File: config.mk
export PLATFORM = sky130hd
export DESIGN_NAME = shape_remap
export DESIGN_NICKNAME = d
export VERILOG_FILES = /design/src/rtl/remap_pkg.sv /design/src/rtl/shape_walker.sv /design/src/rtl/op_binder.sv /design/src/rtl/shape_remap.sv
export SDC_FILE = /design/constraint.sdc
export NUM_CORES = 2
export LEC_CHECK = 0
export ABC_CLOCK_PERIOD_IN_PS = 15100
export BUFFER_PORTS_ARGS = -buffer_cell sky130_fd_sc_hd__buf_2
export CORE_MARGIN = 5
export CORE_UTILIZATION = 65
export CTS_CLUSTER_DIAMETER = 200
export DETAILED_ROUTE_END_ITERATION = 16
export PLACE_DENSITY_LB_ADDON = 0.2
export REMOVE_ABC_BUFFERS = 1
export SKIP_CTS_REPAIR_TIMING = 1
export SYNTH_ARGS = -nofsm -noshare
export SYNTH_HDL_FRONTEND = slang
export SYNTH_SLANG_ARGS = --single-unit
File: constraint.sdc
create_clock -name clk -period 15.1 [get_ports clk]
set_input_delay 0.755 -clock clk [delete_from_list [all_inputs] [get_ports clk]]
set_output_delay 0.755 -clock clk [all_outputs]
set_load 0.02 [all_outputs]
File: src/rtl/remap_pkg.sv
package remap_pkg;

  localparam int DIM_W        = 7;
  localparam int RIDX_W       = 7;
  localparam int CFG_W        = 32;
  localparam int NUM_SHAPES   = 3;
  localparam int NUM_DIMS     = 3;
  localparam int NUM_BINDS    = 3;
  localparam int FIELD_STRIDE = 8;
  localparam int PERM_LSB     = 24;
  localparam int PERM_W       = 3;
  localparam int SEL_LSB      = 24;
  localparam int SEL_W        = 2;

  localparam logic [SEL_W-1:0] SEL_OFF = 2'b11;

  typedef logic [DIM_W-1:0]      dim_t;
  // Slot k (bits 2k+1..2k) names the dimension that advances k-th.
  typedef logic [2*NUM_DIMS-1:0] order_t;

  function automatic order_t perm_order(input logic [PERM_W-1:0] code);
    case (code)
      3'd1:    return {2'd1, 2'd2, 2'd0};
      3'd2:    return {2'd2, 2'd0, 2'd1};
      3'd3:    return {2'd0, 2'd2, 2'd1};
      3'd4:    return {2'd1, 2'd0, 2'd2};
      3'd5:    return {2'd0, 2'd1, 2'd2};
      default: return {2'd2, 2'd1, 2'd0};
    endcase
  endfunction

  function automatic logic perm_illegal(input logic [PERM_W-1:0] code);
    return code > 3'd5;
  endfunction

endpackage

File: src/rtl/shape_walker.sv
module shape_walker
  import remap_pkg::*;
#(
  parameter int OFF_W = 3*DIM_W
)(
  input  logic             clk,
  input  logic             rst,
  input  logic [CFG_W-1:0] cfg,
  input  logic             load,
  input  logic             adv,
  output logic [OFF_W-1:0] nxt_off,
  output logic             active,
  output logic             bad_perm
);

  localparam int LIM_W = DIM_W + 1;

  logic [LIM_W-1:0] lim [NUM_DIMS];
  dim_t             cnt_q [NUM_DIMS];
  dim_t             cnt_d [NUM_DIMS];
  order_t           ord;
  logic             carry;
  logic             go;
  logic [OFF_W-1:0] span_x;
  logic [OFF_W-1:0] span_xy;

  for (genvar gd = 0; gd < NUM_DIMS; gd++) begin : g_lim
    assign lim[gd] = LIM_W'(cfg[gd*FIELD_STRIDE +: DIM_W]) + LIM_W'(1);
  end

  assign ord      = perm_order(cfg[PERM_LSB +: PERM_W]);
  assign bad_perm = perm_illegal(cfg[PERM_LSB +: PERM_W]);
  assign active   = (cfg != '0) && !bad_perm;

  // Odometer step: walk the order slots, carrying while a dimension wraps.
  always_comb begin
    carry = 1'b1;
    go    = 1'b0;
    for (int d = 0; d < NUM_DIMS; d++) cnt_d[d] = cnt_q[d];
    if (load) begin
      for (int d = 0; d < NUM_DIMS; d++) cnt_d[d] = '0;
    end else if (adv) begin
      for (int k = 0; k < NUM_DIMS; k++) begin
        go = carry;
        for (int d = 0; d < NUM_DIMS; d++) begin
          if (go && (ord[2*k +: 2] == 2'(d))) begin
            if (LIM_W'(cnt_q[d]) + LIM_W'(1) >= lim[d]) begin
              cnt_d[d] = '0;
            end else begin
              cnt_d[d] = cnt_q[d] + DIM_W'(1);
              carry    = 1'b0;
            end
          end
        end
      end
    end
  end

  always_comb begin
    span_x  = OFF_W'(lim[0]);
    span_xy = OFF_W'(lim[0]) * OFF_W'(lim[1]);
    nxt_off = OFF_W'(cnt_d[0])
            + OFF_W'(cnt_d[1]) * span_x
            + OFF_W'(cnt_d[2]) * span_xy;
  end

  always_ff @(posedge clk) begin
    if (rst) begin
      for (int d = 0; d < NUM_DIMS; d++) cnt_q[d] <= '0;
    end else begin
      for (int d = 0; d < NUM_DIMS; d++) cnt_q[d] <= cnt_d[d];
    end
  end

endmodule

File: src/rtl/op_binder.sv
module op_binder
  import remap_pkg::*;
(
  input  logic [CFG_W-1:0]  remap_cfg,
  input  logic [RIDX_W-1:0] op_reg,
  output logic              hit,
  output logic [SEL_W-1:0]  shape_sel
);

  // Scan from the highest binding down so the lowest matching one wins.
  always_comb begin
    hit       = 1'b0;
    shape_sel = '0;
    for (int k = NUM_BINDS-1; k >= 0; k--) begin
      if ((remap_cfg[k*FIELD_STRIDE +: RIDX_W] == op_reg) &&
          (remap_cfg[SEL_LSB + SEL_W*k +: SEL_W] != SEL_OFF)) begin
        hit       = 1'b1;
        shape_sel = remap_cfg[SEL_LSB + SEL_W*k +: SEL_W];
      end
    end
  end

endmodule

File: src/rtl/shape_remap.sv
module shape_remap
  import remap_pkg::*;
#(
  parameter int NUM_OPS = 3,
  parameter int START_W = 7,
  parameter int OFF_W   = 3*DIM_W
)(
  input  logic                        clk,
  input  logic                        rst,
  input  logic [NUM_SHAPES*CFG_W-1:0] shape_cfg,
  input  logic [CFG_W-1:0]            remap_cfg,
  input  logic [NUM_OPS*RIDX_W-1:0]   op_regs,
  input  logic                        restart,
  input  logic [START_W-1:0]          start_idx,
  input  logic                        step,
  output logic [NUM_OPS*OFF_W-1:0]    elem_off,
  output logic                        off_valid,
  output logic                        perm_err
);

  logic [START_W-1:0] seek_q;
  logic               valid_q;
  logic [OFF_W-1:0]   lin_q;
  logic [OFF_W-1:0]   lin_d;
  logic               adv;

  logic [OFF_W-1:0]   w_off [NUM_SHAPES];
  logic               w_act [NUM_SHAPES];
  logic               w_bad [NUM_SHAPES];

  logic               b_hit [NUM_OPS];
  logic [SEL_W-1:0]   b_sel [NUM_OPS];

  logic [OFF_W-1:0]   off_d [NUM_OPS];
  logic [OFF_W-1:0]   off_q [NUM_OPS];
  logic               err_d;
  logic               err_q;

  // Seeking advances unconditionally; a step only counts once valid.
  assign adv   = !restart && ((seek_q != '0) || (step && valid_q));
  assign lin_d = restart ? '0 : (adv ? lin_q + OFF_W'(1) : lin_q);

  for (genvar gs = 0; gs < NUM_SHAPES; gs++) begin : g_walk
    shape_walker #(.OFF_W(OFF_W)) u_walk (
      .clk      (clk),
      .rst      (rst),
      .cfg      (shape_cfg[gs*CFG_W +: CFG_W]),
      .load     (restart),
      .adv      (adv),
      .nxt_off  (w_off[gs]),
      .active   (w_act[gs]),
      .bad_perm (w_bad[gs])
    );
  end

  for (genvar go = 0; go < NUM_OPS; go++) begin : g_bind
    op_binder u_bind (
      .remap_cfg (remap_cfg),
      .op_reg    (op_regs[go*RIDX_W +: RIDX_W]),
      .hit       (b_hit[go]),
      .shape_sel (b_sel[go])
    );
  end

  always_comb begin
    err_d = 1'b0;
    for (int j = 0; j < NUM_OPS; j++) begin
      off_d[j] = lin_d;
      for (int s = 0; s < NUM_SHAPES; s++) begin
        if (b_hit[j] && (b_sel[j] == SEL_W'(s))) begin
          if (w_act[s]) off_d[j] = w_off[s];
          if (w_bad[s]) err_d = 1'b1;
        end
      end
    end
  end

  always_ff @(posedge clk) begin
    if (rst) begin
      seek_q  <= '0;
      valid_q <= 1'b1;
      lin_q   <= '0;
      err_q   <= 1'b0;
      for (int j = 0; j < NUM_OPS; j++) off_q[j] <= '0;
    end else begin
      if (restart) begin
        seek_q  <= start_idx;
        valid_q <= (start_idx == '0);
      end else if (seek_q != '0) begin
        seek_q  <= seek_q - START_W'(1);
        valid_q <= (seek_q == START_W'(1));
      end
      lin_q <= lin_d;
      err_q <= err_d;
      for (int j = 0; j < NUM_OPS; j++) off_q[j] <= off_d[j];
    end
  end

  for (genvar gj = 0; gj < NUM_OPS; gj++) begin : g_out
    assign elem_off[gj*OFF_W +: OFF_W] = off_q[gj];
  end
  assign off_valid = valid_q;
  assign perm_err  = err_q;

endmodule

* Yosys cells after proc, flatten, opt, wreduce, memory -nomap -nowiden
Memory sizes are Yosys's and may differ from the RTL's.
Index checks and enable logic that the tools add are counted.
** Cells by class
- Bitwise logic cells :: 12
- Equal/unequal tests :: 52
- Reductions and logical operators :: 64
- Mux-type cells :: 166
- Multiply operators :: 9
- Magnitude comparators :: 12
- Add/sub/neg operators :: 35
** Operators by type and width (count)
- $mux 21 :: 27
- $mux 7 :: 47
- $add 7x1->8 const B :: 18
- $reduce_bool 32->1 :: 3
- $pmux 6 s5 :: 3
- $mux 1 :: 80
- $ge 8x8->1 :: 9
- $add 21x21->21 :: 3
- $add 7x1->7 const B :: 9
- $eq 7x7->1 :: 9
- $mul 7x16->21 :: 3
- $add 7x15->16 :: 3
- $mul 8x8->16 :: 3
- $mul 7x8->15 :: 3
- $logic_and 1x1->1 :: 41
- $eq 2x1->1 const B :: 12
- $eq 2x2->1 const B :: 12
- $logic_not 2->1 :: 12
- $add 21x1->21 const B :: 1
- $eq 3x2->1 const B :: 6
- $eq 3x3->1 const B :: 6
- $mux 2 :: 9
- $or 1x1->1 :: 12
- $eq 3x1->1 const B :: 3
- 9 further kinds :: 16
** Storage, ports and cells
- Flip-flop bits (word level) :: 30
- Output and inout port bits :: 65
- Word-level logic and storage cells :: 358
- Memory bits (writable) :: 126
- Memories :: 4
- Input port bits :: 160
** Memory list
- off_q :: depth 3, bits a word 21, read ports 3, clocked after memory_dff 0, write ports 3, RTL line shape_remap.sv:35 : logic [OFF_W-1:0] off_q [NUM_OPS];
- g_walk[0].u_walk.cnt_q :: depth 3, bits a word 7, read ports 3, clocked after memory_dff 0, write ports 3, RTL line shape_walker.sv:19 : dim_t cnt_q [NUM_DIMS];
- g_walk[1].u_walk.cnt_q :: depth 3, bits a word 7, read ports 3, clocked after memory_dff 0, write ports 3, RTL line shape_walker.sv:19
- g_walk[2].u_walk.cnt_q :: depth 3, bits a word 7, read ports 3, clocked after memory_dff 0, write ports 3, RTL line shape_walker.sv:19

* Longest topological paths before layout
An unclocked memory read counts as a cell.
- Depth after elaboration :: 33
- Gate-level depth with buffers :: 55

* By module
Synthesis repeated with hierarchy kept, for this count alone.
** Second synthesis, totals
- Cells, all modules :: 4574
- Area, all modules :: 36885.4 µm²
** Modules (own cells, without submodules)
- shape_walker at g_walk[0].u_walk :: cells each 1271, area each 10298.6 µm², times used 1
- shape_walker at g_walk[1].u_walk :: cells each 1272, area each 10259.8 µm², times used 1
- shape_walker at g_walk[2].u_walk :: cells each 1257, area each 10224.8 µm², times used 1
- shape_remap :: cells each 651, area each 5148.7 µm², times used 1
- op_binder :: cells each 41, area each 317.8 µm², times used 3

* Worst setup path after synthesis
Ideal clock, no wire load.
- Kind :: input -> register
- From :: in shape_cfg[0]
- To :: mem off_q[0][20] (netlist name)
- Slack :: 3.402 ns
- Path buffers :: 2
- Arrival :: 11.605 ns
- Setup time :: 0.092 ns
- Stages on the path :: 50
- Path through :: clkbuf_1 nand3_1 nor2_1 xor2_1 clkinv_1 ha_1 nand2_1 o31ai_1 o21ai_0 o21bai_1 a21oi_1 o22a_1 nor3_1 nand2_1 o21a_1 clkbuf_1 or2_2 fa_1 [14 not listed] o21ai_0 xor2_1 fa_1 inv_1 fa_1 fa_1 inv_1 ha_1 a21oi_1 nand2_1 or4b_1 nand3_1 o21ai_0 xnor2_1 xnor3_1 nor2_1 nor2_1 o32ai_1
** RTL lines
- from (decl) :: RTL line shape_remap.sv:10 : input logic [NUM_SHAPES*CFG_W-1:0] shape_cfg,
- to (decl) :: RTL line shape_remap.sv:35

==> results_dict.tcl <==
set metrics [dict create \
    synth_edf_count 0 \
    grt-ovfl-total 0 \
    numCtsBuffers 17 \
    drtAntennaViolNets 0 \
    period_share 0.891 \
    synth_area_leader_cell "fa_1" \
    async_flop_share 0 \
    layout-drive-gt1-share 0.0791 \
    post-route-min-period_ns 13.46 \
    core_um2 54000 \
    wl_met3_um 8910 \
    gp_congestion 0.955 \
    nets 5665 \
    synth_top_area_share 0.264 \
    wl_met1_um 40900 \
    grt_pass1_wl_um 157000 \
    wl_met2_um 43300 \
    finalInstanceArea_um2 37900 \
    drv_slew 0 \
    nFillCells 4519 \
    dpl_cell_area_um2 37300 \
    cp_slowest_cell "a31oi_1" \
    h-tree-depth 4 \
    cp-start-kind "input port" \
    io_pins 225 \
    crit_required_ns 15.47 \
    vias 31206 \
    crit_path_max_incr_delay_ns 0.72 \
    tightest_slew_ns 1.19 \
    place_ws_ns 1.49 \
    vias_per_cell 5.88 \
    synth_warnings 0 \
    p_leak_nw 19.2 \
    arrival_ns 13.83 \
    core.rowCount 85 \
    ys.flop_type "dfxtp_1" \
    endpoint_kind "register" \
    rsz0062_at_grt "no" \
    tns_ns 0 \
    ir_drop_v 0.000108 \
    hpwlAfterDp_um 80100 \
    yosysSeqAreaShare 0.0879 \
    hp-class "in -> reg" \
    dieArea_um2 59500 \
    die_y_um 244 \
    cts_tree "yes" \
    dr.pass1.iters 6 \
    area_growth_pct 6.71 \
    cts.sinks 156 \
    slew_headroom 0.203 \
    skew_ns 0.0226 \
    antenna_cells 0 \
    crit_family "adder cells" \
    synthTopCellsByArea "fa_1 26%, ha_1 15%, dfxtp_1 8.8%" \
    critPathKind "in -> reg" \
    path_clk_slew_ns 0.09 \
    netlist_area_um2 35500 \
    clkLatencyLatePin_ns 0.50 \
    powerDensity_nw_per_um2 60.0 \
    cts-root-buf "clkbuf_16" \
    timing.final.ws_setup_ns 1.64 \
    initial_core_util 0.658 \
    synthDistinctLibCells 83 \
    outcome "finished, final reports clean" \
    first_iter_violations 2848 \
    cp_num_buf_inv 8 \
    wl_um 97500 \
    postSynthAreaPerCell_um2 7.99 \
    synth_cells 4451 \
    hold_viol_final 0 \
    path_max_fanout 18 \
    drc 0 \
    fmaxAchievable_ghz 0.0743 \
    fin_util 0.702 \
    wire_per_inst_um 18.4 \
    setup_viol 0 \
    power_mw 2.27 \
    numPortBuffers 219 \
    grt_pass1_vias 30847 \
    grt_use_total 0.326 \
    grt_max_degree 70 \
    clock_path_buffers 2 \
    max_cap_violations 0 \
    antenna_found_initial 2 \
    ys_ff_latch 156 \
    die_w_um 244 \
    routed.top_layer "met4" \
]
==> kinds of logic (layout without fill, tap and decap cells) <==
group                      after synthesis  count (layout)  share of synthesized area
DFF                                    156             156                     0.0879
AOI/OAI and AO/OA                      573             573                      0.104
muxes                                   72              72                     0.0207
and+or+nand+nor                       1593            1593                      0.202
xor gates and xnor gates               320             320                     0.0796
buffers and inverters                  832             994                     0.0879
adders and majority gates              905             905                      0.417
==> sequential cells by signal (all words and copies together) (netlist names) <==
signal               flops
g_walk.u_walk.cnt_q     63
lin_q                   21
off_q                   63
off_valid                1
perm_err                 1
seek_q                   7
==> tightest hold or removal path: cells and delay by family <==
family	cells	cell delay (ns)
AND/OR/NAND/NOR	1	0.07
buffers and inverters	1	0.09
AO/OA/AOI/OAI	1	0.06
==> area by class of cell <==
cell class,count,area [um^2],area share
repair buffers,255,1370,0.0362
clock inverters,15,174,0.00459
clock buffers,17,425,0.0112
well taps,696,871,0.0230
inverters,707,2650,0.0700
flip-flops and latches,156,3120,0.0823
multi-input cells,3463,29300,0.773
==> cells in the final DEF (no fill, tap or decap), types with 43 or more instances in the layout <==
cell / Yosys / routed
mux2i_1: 60 / 60
or2_2: 44 / 44
nand3_1: 92 / 92
nand2_1: 439 / 439
nor3_1: 95 / 95
nand2b_1: 51 / 51
inv_1: 700 / 700
xor2_1: 112 / 112
ha_1: 437 / 437
xnor2_1: 206 / 206
dfxtp_1: 156 / 156
nor2_1: 615 / 615
fa_1: 468 / 468
and2_1: 43 / 43
a21oi_1: 167 / 167
buf_2: 0 / 217
o21ai_0: 104 / 103
==> power by group <==
group          internal [mW]  leakage (nW)  total [mW]  switching [mW]
logic                  0.489          17.6        1.40           0.907
registers              0.417          1.26       0.423         0.00512
clock network          0.223         0.283       0.455           0.233
==> per-stage QoR <==
stage	hold WS, ns	instances
final	0.494	5309
after global routing	0.510	5309
after CTS	0.464	5309
after detailed placement	0.491	5277
after global placement	0.465	5277
after floorplan	0.437	4326
==> per-layer routing <==
metal | vias to the layer above | GRT usage
met4 | 0 | 0.137
met5 | - | 0
li1 | 14695 | -
met1 | 14911 | 0.446
met2 | 1371 | 0.508
met3 | 229 | 0.0658
==> path summary, 6_finish.rpt <==
| path | to | cells after the start | from | slack, ns |
|---|---|---|---|---|
| setup / recovery | off_q[0][41] | 50 | shape_cfg[0] | 1.64 |
| hold / removal | seek_q[6] | 3 | start_idx[6] | 0.49 |
| setup reg to reg | off_q[0][41] | 48 | g_walk[0].u_walk.cnt_q[0][14] | 2.49 |
| hold reg to reg | off_valid | 1 | seek_q[6] | 0.52 |
==> synth_stat cells, drive strengths merged (10+ instances only) <==
cell type,number
or2,45
nand2,439
nand2b,51
and2,43
inv,701
o22ai,27
nor4,28
and3,37
mux2,12
nor3,96
a21boi,10
xor2,112
o21a,32
o21ai,112
a21oi,167
o211ai,15
dfxtp,156
fa,468
o21bai,22
nand3,94
a21o,35
clkbuf,119
xnor2,206
mux2i,60
or3,41
nand4,29
ha,437
nor2b,40
nor2,615
a211oi,28
a31oi,26
No activity file was read; power rests on OpenSTA's default activity.
